**src/rtl/rename_pkg.sv**
```systemverilog
// Package: default sizes shared by the rename stage, its parts and the bench.
// Assumes PHYS_REGS > ARCH_REGS so that the free pool starts non-empty.
package rename_pkg;
    parameter int ARCH_REGS_DEF = 16;
    parameter int PHYS_REGS_DEF = 32;
    parameter int DATA_W_DEF    = 32;
endpackage

```
**src/rtl/rename_map_table.sv**
```systemverilog
// Map table: architectural-to-physical translation with two source read
// ports, one read port for the old destination mapping and one write port.
// Reads are combinational and show the state before this cycle's write.
module rename_map_table #(
    parameter int ARCH_REGS = 16,
    parameter int PHYS_REGS = 32,
    localparam int AREG_W   = $clog2(ARCH_REGS),
    localparam int TAG_W    = $clog2(PHYS_REGS)
) (
    input  logic              clk,
    input  logic              rst_n,
    input  logic [AREG_W-1:0] rd_a_idx,
    input  logic [AREG_W-1:0] rd_b_idx,
    input  logic [AREG_W-1:0] rd_d_idx,
    output logic [TAG_W-1:0]  rd_a_tag,
    output logic [TAG_W-1:0]  rd_b_tag,
    output logic [TAG_W-1:0]  rd_d_tag,
    input  logic              wr_en,
    input  logic [AREG_W-1:0] wr_idx,
    input  logic [TAG_W-1:0]  wr_tag
);
    logic [TAG_W-1:0] map_q [ARCH_REGS];

    // Update one entry per cycle; reset to the identity mapping.
    always_ff @(posedge clk) begin
        if (!rst_n) begin
            for (int i = 0; i < ARCH_REGS; i++) begin
                map_q[i] <= TAG_W'(i);
            end
        end else if (wr_en) begin
            map_q[wr_idx] <= wr_tag;
        end
    end

    // Read the current mappings.
    always_comb begin
        rd_a_tag = map_q[rd_a_idx];
        rd_b_tag = map_q[rd_b_idx];
        rd_d_tag = map_q[rd_d_idx];
    end
endmodule

```
**src/rtl/rename_free_list.sv**
```systemverilog
// Free pool: a circular FIFO of physical register numbers. Pop takes the
// head, and push appends to the tail. At reset it holds ARCH_REGS..PHYS_REGS-1
// in ascending order. Assumes the caller never pushes a register twice.
module rename_free_list #(
    parameter int ARCH_REGS = 16,
    parameter int PHYS_REGS = 32,
    localparam int TAG_W    = $clog2(PHYS_REGS),
    localparam int CNT_W    = $clog2(PHYS_REGS + 1),
    localparam int INIT_CNT = PHYS_REGS - ARCH_REGS
) (
    input  logic             clk,
    input  logic             rst_n,
    input  logic             pop,
    input  logic             push,
    input  logic [TAG_W-1:0] push_tag,
    output logic [TAG_W-1:0] head_tag,
    output logic             empty,
    output logic [CNT_W-1:0] count
);
    logic [TAG_W-1:0] slot_q [PHYS_REGS];
    logic [TAG_W-1:0] head_q, tail_q;
    logic [CNT_W-1:0] cnt_q;
    logic             do_pop, do_push;

    // Advance an index around the ring.
    function automatic logic [TAG_W-1:0] ring_next(input logic [TAG_W-1:0] p);
        return (int'(p) == PHYS_REGS - 1) ? '0 : p + 1'b1;
    endfunction

    // Gate the requests by occupancy.
    always_comb begin
        do_pop  = pop && (cnt_q != '0);
        do_push = push && (int'(cnt_q) < PHYS_REGS);
    end

    // Maintain the slots, the pointers and the occupancy.
    always_ff @(posedge clk) begin
        if (!rst_n) begin
            for (int i = 0; i < PHYS_REGS; i++) begin
                slot_q[i] <= (i < INIT_CNT) ? TAG_W'(ARCH_REGS + i) : '0;
            end
            head_q <= '0;
            tail_q <= TAG_W'(INIT_CNT);
            cnt_q  <= CNT_W'(INIT_CNT);
        end else begin
            if (do_push) begin
                slot_q[tail_q] <= push_tag;
                tail_q         <= ring_next(tail_q);
            end
            if (do_pop) begin
                head_q <= ring_next(head_q);
            end
            cnt_q <= cnt_q + CNT_W'(do_push) - CNT_W'(do_pop);
        end
    end

    // Present the head and the occupancy.
    always_comb begin
        head_tag = slot_q[head_q];
        empty    = (cnt_q == '0);
        count    = cnt_q;
    end
endmodule

```
**src/rtl/rename_prf.sv**
```systemverilog
// Physical value file: one value and one ready flag per physical register.
// The result bus writes it. Allocation clears the ready flag, and allocation
// wins over a bus write to the same register. The two read ports forward a
// bus write of the same cycle.
module rename_prf #(
    parameter int ARCH_REGS = 16,
    parameter int PHYS_REGS = 32,
    parameter int DATA_W    = 32,
    localparam int TAG_W    = $clog2(PHYS_REGS)
) (
    input  logic              clk,
    input  logic              rst_n,
    input  logic              bus_valid,
    input  logic [TAG_W-1:0]  bus_tag,
    input  logic [DATA_W-1:0] bus_data,
    input  logic              clr_en,
    input  logic [TAG_W-1:0]  clr_tag,
    input  logic [TAG_W-1:0]  rd_a_tag,
    input  logic [TAG_W-1:0]  rd_b_tag,
    output logic              rd_a_rdy,
    output logic [DATA_W-1:0] rd_a_val,
    output logic              rd_b_rdy,
    output logic [DATA_W-1:0] rd_b_val
);
    logic [DATA_W-1:0] val_q [PHYS_REGS];
    logic [PHYS_REGS-1:0] rdy_q;

    // Record bus results and clear the ready flag on allocation.
    always_ff @(posedge clk) begin
        if (!rst_n) begin
            for (int i = 0; i < PHYS_REGS; i++) begin
                val_q[i] <= '0;
                rdy_q[i] <= (i < ARCH_REGS);
            end
        end else begin
            if (bus_valid) begin
                val_q[bus_tag] <= bus_data;
                rdy_q[bus_tag] <= 1'b1;
            end
            if (clr_en) begin
                rdy_q[clr_tag] <= 1'b0;
            end
        end
    end

    // Read with same-cycle bus forwarding; the value is 0 when not ready.
    always_comb begin
        if (bus_valid && bus_tag == rd_a_tag) begin
            rd_a_rdy = 1'b1;
            rd_a_val = bus_data;
        end else begin
            rd_a_rdy = rdy_q[rd_a_tag];
            rd_a_val = rdy_q[rd_a_tag] ? val_q[rd_a_tag] : '0;
        end
        if (bus_valid && bus_tag == rd_b_tag) begin
            rd_b_rdy = 1'b1;
            rd_b_val = bus_data;
        end else begin
            rd_b_rdy = rdy_q[rd_b_tag];
            rd_b_val = rdy_q[rd_b_tag] ? val_q[rd_b_tag] : '0;
        end
    end
endmodule

```
**src/rtl/rename_stage.sv**
```systemverilog
// Rename and issue stage: translates sources through the map table, takes a
// fresh destination from the free pool, fills in known source values from
// the physical value file and registers the rename packet. It stalls when a
// destination is needed and the pool is empty. Assumes the commit stage
// releases each register only once, and only after it has been retired.
module rename_stage
    import rename_pkg::*;
#(
    parameter int ARCH_REGS = ARCH_REGS_DEF,
    parameter int PHYS_REGS = PHYS_REGS_DEF,
    parameter int DATA_W    = DATA_W_DEF,
    localparam int AREG_W   = $clog2(ARCH_REGS),
    localparam int TAG_W    = $clog2(PHYS_REGS),
    localparam int CNT_W    = $clog2(PHYS_REGS + 1)
) (
    input  logic              clk,
    input  logic              rst_n,
    input  logic              in_valid,
    input  logic [AREG_W-1:0] in_src1,
    input  logic [AREG_W-1:0] in_src2,
    input  logic [AREG_W-1:0] in_dst,
    input  logic              in_has_dst,
    input  logic              bus_valid,
    input  logic [TAG_W-1:0]  bus_tag,
    input  logic [DATA_W-1:0] bus_data,
    input  logic              rel_valid,
    input  logic [TAG_W-1:0]  rel_tag,
    output logic              stall,
    output logic              out_valid,
    output logic [TAG_W-1:0]  out_src1_tag,
    output logic              out_src1_rdy,
    output logic [DATA_W-1:0] out_src1_val,
    output logic [TAG_W-1:0]  out_src2_tag,
    output logic              out_src2_rdy,
    output logic [DATA_W-1:0] out_src2_val,
    output logic              out_has_dst,
    output logic [TAG_W-1:0]  out_dst_tag,
    output logic [TAG_W-1:0]  out_old_dst_tag
);
    logic              fire, alloc;
    logic              fl_empty;
    logic [CNT_W-1:0]  free_cnt;
    logic [TAG_W-1:0]  fl_head;
    logic [TAG_W-1:0]  s1_tag, s2_tag, old_tag;
    logic              s1_rdy, s2_rdy;
    logic [DATA_W-1:0] s1_val, s2_val;

    // Decide whether the instruction is accepted this cycle.
    always_comb begin
        stall = in_valid && in_has_dst && fl_empty;
        fire  = in_valid && !stall;
        alloc = fire && in_has_dst;
    end

    rename_map_table #(.ARCH_REGS(ARCH_REGS), .PHYS_REGS(PHYS_REGS)) u_map (
        .clk      (clk),
        .rst_n    (rst_n),
        .rd_a_idx (in_src1),
        .rd_b_idx (in_src2),
        .rd_d_idx (in_dst),
        .rd_a_tag (s1_tag),
        .rd_b_tag (s2_tag),
        .rd_d_tag (old_tag),
        .wr_en    (alloc),
        .wr_idx   (in_dst),
        .wr_tag   (fl_head)
    );

    rename_free_list #(.ARCH_REGS(ARCH_REGS), .PHYS_REGS(PHYS_REGS)) u_free (
        .clk      (clk),
        .rst_n    (rst_n),
        .pop      (alloc),
        .push     (rel_valid),
        .push_tag (rel_tag),
        .head_tag (fl_head),
        .empty    (fl_empty),
        .count    (free_cnt)
    );

    rename_prf #(.ARCH_REGS(ARCH_REGS), .PHYS_REGS(PHYS_REGS), .DATA_W(DATA_W)) u_prf (
        .clk       (clk),
        .rst_n     (rst_n),
        .bus_valid (bus_valid),
        .bus_tag   (bus_tag),
        .bus_data  (bus_data),
        .clr_en    (alloc),
        .clr_tag   (fl_head),
        .rd_a_tag  (s1_tag),
        .rd_b_tag  (s2_tag),
        .rd_a_rdy  (s1_rdy),
        .rd_a_val  (s1_val),
        .rd_b_rdy  (s2_rdy),
        .rd_b_val  (s2_val)
    );

    // Register the rename packet toward the reorder buffer.
    always_ff @(posedge clk) begin
        if (!rst_n) begin
            out_valid       <= 1'b0;
            out_src1_tag    <= '0;
            out_src1_rdy    <= 1'b0;
            out_src1_val    <= '0;
            out_src2_tag    <= '0;
            out_src2_rdy    <= 1'b0;
            out_src2_val    <= '0;
            out_has_dst     <= 1'b0;
            out_dst_tag     <= '0;
            out_old_dst_tag <= '0;
        end else begin
            out_valid <= fire;
            if (fire) begin
                out_src1_tag    <= s1_tag;
                out_src1_rdy    <= s1_rdy;
                out_src1_val    <= s1_val;
                out_src2_tag    <= s2_tag;
                out_src2_rdy    <= s2_rdy;
                out_src2_val    <= s2_val;
                out_has_dst     <= in_has_dst;
                out_dst_tag     <= in_has_dst ? fl_head : '0;
                out_old_dst_tag <= old_tag;
            end
        end
    end
endmodule

```
**config.mk**
```make
export PLATFORM = sky130hd
export DESIGN_NAME = rename_stage
export DESIGN_NICKNAME = d
export VERILOG_FILES = /design/src/rtl/rename_pkg.sv /design/src/rtl/rename_map_table.sv /design/src/rtl/rename_free_list.sv /design/src/rtl/rename_prf.sv /design/src/rtl/rename_stage.sv
export SDC_FILE = /design/constraint.sdc
export NUM_CORES = 2
export LEC_CHECK = 0
export ABC_AREA = 1
export BUFFER_PORTS_ARGS = -buffer_cell sky130_fd_sc_hd__buf_2
export CORE_ASPECT_RATIO = 1.25
export CORE_MARGIN = 3
export CORE_UTILIZATION = 29
export CTS_BUF_LIST = sky130_fd_sc_hd__clkbuf_8 sky130_fd_sc_hd__clkbuf_16
export DETAILED_ROUTE_END_ITERATION = 12
export HOLD_SLACK_MARGIN = 0.15
export PLACE_DENSITY_LB_ADDON = 0.08
export SKIP_LAST_GASP = 1
export SYNTH_ARGS = -nofsm -noshare
export SYNTH_HDL_FRONTEND = slang
export SYNTH_SLANG_ARGS = --single-unit
```
**constraint.sdc**
```tcl
create_clock -name clk -period 3.4 [get_ports clk]
set_input_delay 0.17 -clock clk [delete_from_list [all_inputs] [get_ports clk]]
set_output_delay 0.17 -clock clk [all_outputs]
set_load 0.1 [all_outputs]
```
==> flow_metrics.tcl <==
set metrics [dict create \
    status "completed" \
    routed_wl_microns 374900 \
    max-clock-path-buffers 4 \
    critPathLaunchType "flop" \
    io_pins 149 \
    nets 9332 \
    rows 208 \
    syn2layout_area_growth_pct 17.04 \
    setup_viol 0 \
    p_per_area_mw_per_mm2 571.2 \
    drt.antenna.violating_nets 0 \
    clk_latency_ns 0.86 \
    gr-total-overflow 0 \
    routabilityCongestion 0.8828 \
    synth_common_cells "2420 x nand3_1, 2191 x nand2_1, 1492 x nor2_1, 1264 x edfxtp_1, 358 x clkbuf_1" \
    grt_max_degree 97 \
    end_kind "flop" \
    cts_sinks 1405 \
    dp_cells 12390 \
    synth.top_cell.area_share_pct 50.36 \
    synth_cells 9237 \
    cts-buffers-inserted 177 \
    ys_seq_elements 1405 \
    cts_root_buf "clkbuf_16" \
    fmax_mhz 320.6 \
    placed_area_sq_mm 0.08224 \
    tightest_slew_ns 1.288 \
    core-area_sq_mm 0.2576 \
    die_h_microns 576.0 \
    via_count 71320 \
    period_share_pct 91.75 \
    avgSynthCellArea_sq_um 8.159 \
    n_fill_cell 26520 \
    drive_above_1_share_pct 10.24 \
    h-tree-depth 4 \
    finalCriticalPeriod_ns 3.119 \
    finClkSkew_ns 0.06201 \
    hold_path_class "primary input to flop" \
    total_power_mw 50.38 \
    preCtsSetupSlack_ns 0.09088 \
    leakage_nw 34.72 \
    fin_cells 12750 \
    synth_warnings 0 \
    synth_seq_area_share_pct 54.11 \
    drt_iter0_markers 8163 \
    seq_area_sq_mm 0.04078 \
    synth_most_common_cell "nand3_1" \
    syn_nets 9313 \
    yosys.cell_types.count 43 \
    via_per_inst 5.593 \
    async_reset_ff_share_pct 0 \
    first_pass_iters 6 \
    initial_utilization_pct 29.25 \
    post-route-util_pct 34.23 \
    die_x_microns 462.0 \
    worstPathArrival_ns 3.88 \
    yosys.area.top_type "edfxtp_1" \
    cap_violations 0 \
    final_max_slew_viol_count 0 \
    dp_hpwl_microns 224300 \
    wl_per_cell_microns 29.40 \
    groute.usage.overall_pct 27.36 \
    multiInputGateArea_sq_mm 0.03009 \
    rsz0062_at_grt "no" \
    crit_type "flop to flop" \
    syn_area_sq_mm 0.07536 \
    drc 0 \
    relSlewSlack_pct 14.12 \
    antenna_found_initial 12 \
    crit_required_ns 4.16 \
    hold_violations 0 \
    path_clk_slew_ns 0.06 \
    setup_ws_ns 0.2806 \
    grt_pass1_vias 69370 \
    design_area_sq_mm 0.08820 \
    ir_drop_mv 0.3825 \
    portBuffers 148 \
    grt_pass1_wl_microns 525000 \
    ys.flop_type "edfxtp_1" \
    synth_edf_count 1264 \
    cts_tree "built" \
    die_area_sq_mm 0.2661 \
    synth_area_leaders "edfxtp_1 50%, nand3_1 16%, nand2_1 11%" \
    worstPathMaxFanout 33 \
]
-- power by group --
part | leakage (nW) | total [mW] | internal [mW] | switching [mW]
clock network | 2.87 | 18.2 | 10.5 | 7.76
logic | 18.8 | 11.8 | 3.20 | 8.58
registers | 13.1 | 20.4 | 19.8 | 0.621
-- final cells by class --
class	instances	area share (%)
well taps	3360	4.766
clock inverters	108	0.6979
clock buffers	202	5.463
inverters	274	1.226
multi-input cells	6737	34.11
repair buffers	661	7.493
diodes	4	0.01135
flip-flops and latches	1405	46.23
-- cells by family after synthesis --
family / after synthesis / share of synthesized area, %
AOI/OAI and AO/OA: 561 / 4.302
xor gates and xnor gates: 4 / 0.04648
adders and majority gates: 16 / 0.2756
buffers and inverters: 1095 / 6.418
DFF: 1405 / 54.11
and+or+nand+nor: 6156 / 34.85
-- per-stage QoR --
stage / TNS (ns) / hold WS (ns)
after floorplan: -0.03001 / 0.4143
after global placement: 0 / 0.4615
after detailed placement: 0 / 0.4670
after CTS: 0 / 0.1921
after global routing: 0 / 0.2413
final: 0 / 0.2304
-- sequential cells by signal (all words and copies together), names as in the netlist, named ones only --
name and cells:
out_dst_tag 5, out_has_dst 1, out_old_dst_tag 5, out_src1_rdy 1, out_src1_tag 5, out_src1_val 32
out_src2_rdy 1, out_src2_tag 5, out_src2_val 32, out_valid 1, u_free.count 6, u_free.head_q 5
u_free.slot_q 160, u_free.tail_q 5, u_map.map_q 80, u_prf.rdy_q 32, u_prf.val_q 1024
-- final timing paths --
| kind | end | slack, ns | depth (start not counted) | from |
|---|---|---|---|---|
| hold / removal | u_prf.val_q[24][4]$_SDFFCE_PN0P_ | 0.23 | 3 | bus_data[4] |
| setup reg to reg | out_src2_val[20]$_SDFFE_PN0N_ | 0.28 | 18 | u_map.map_q[2][0]$_SDFFCE_PN0P_ |
| hold reg to reg | out_dst_tag[1]$_SDFFE_PN0N_ | 0.48 | 2 | out_dst_tag[1]$_SDFFE_PN0N_ |
| setup / recovery | out_src2_val[20]$_SDFFE_PN0N_ | 0.28 | 18 | u_map.map_q[2][0]$_SDFFCE_PN0P_ |
-- per-layer routing --
layer  wire (microns)  track usage [%]  vias up
met4            23490            15.05        6
li1                 -                -    31450
met1           148600            34.70    35510
met5               34                0        -
met3            26800            3.595      827
met2           175900            45.04     3529
-- cell usage in the layout (no fill, tap or decap), drive strengths merged, types with 6 or more instances in the layout --
master / count
a21oi: 165
a22oi: 20
buf: 609
bufinv: 6
clkbuf: 202
clkinv: 87
dfxtp: 141
dlygate4sd3: 52
edfxtp: 1264
ha: 15
inv: 287
nand2: 2200
nand3: 2423
nor2: 1502
nor3: 21
o211ai: 54
o21ai: 245
o221ai: 45
o22ai: 18
-- what timing repair did --
item / 4_1_cts / 5_1_grt
hold endpoints to repair: 1160 / 0
setup buffers: 0 / 0
hold buffers: 52 / 0
gates resized for setup: 0 / 0
-- worst max-delay path, stage by stage (launching register included) --
cell and delay [ns]:
edfxtp_1 0.48, inv_1 0.11, nand2_1 0.06, nand3_1 0.09, nand3_1 0.08, nand3_2 0.17
nand2_8 0.14, inv_8 0.19, buf_12 0.25, buf_4 0.17, nand2_1 0.05, nand3_1 0.07
nand3_1 0.08, nand3_1 0.17, nand3_1 0.30, buf_12 0.23, nand2_1 0.08, nand3_1 0.12
a21oi_1 0.17
Note: power is estimated with default switching activity, not from simulation.
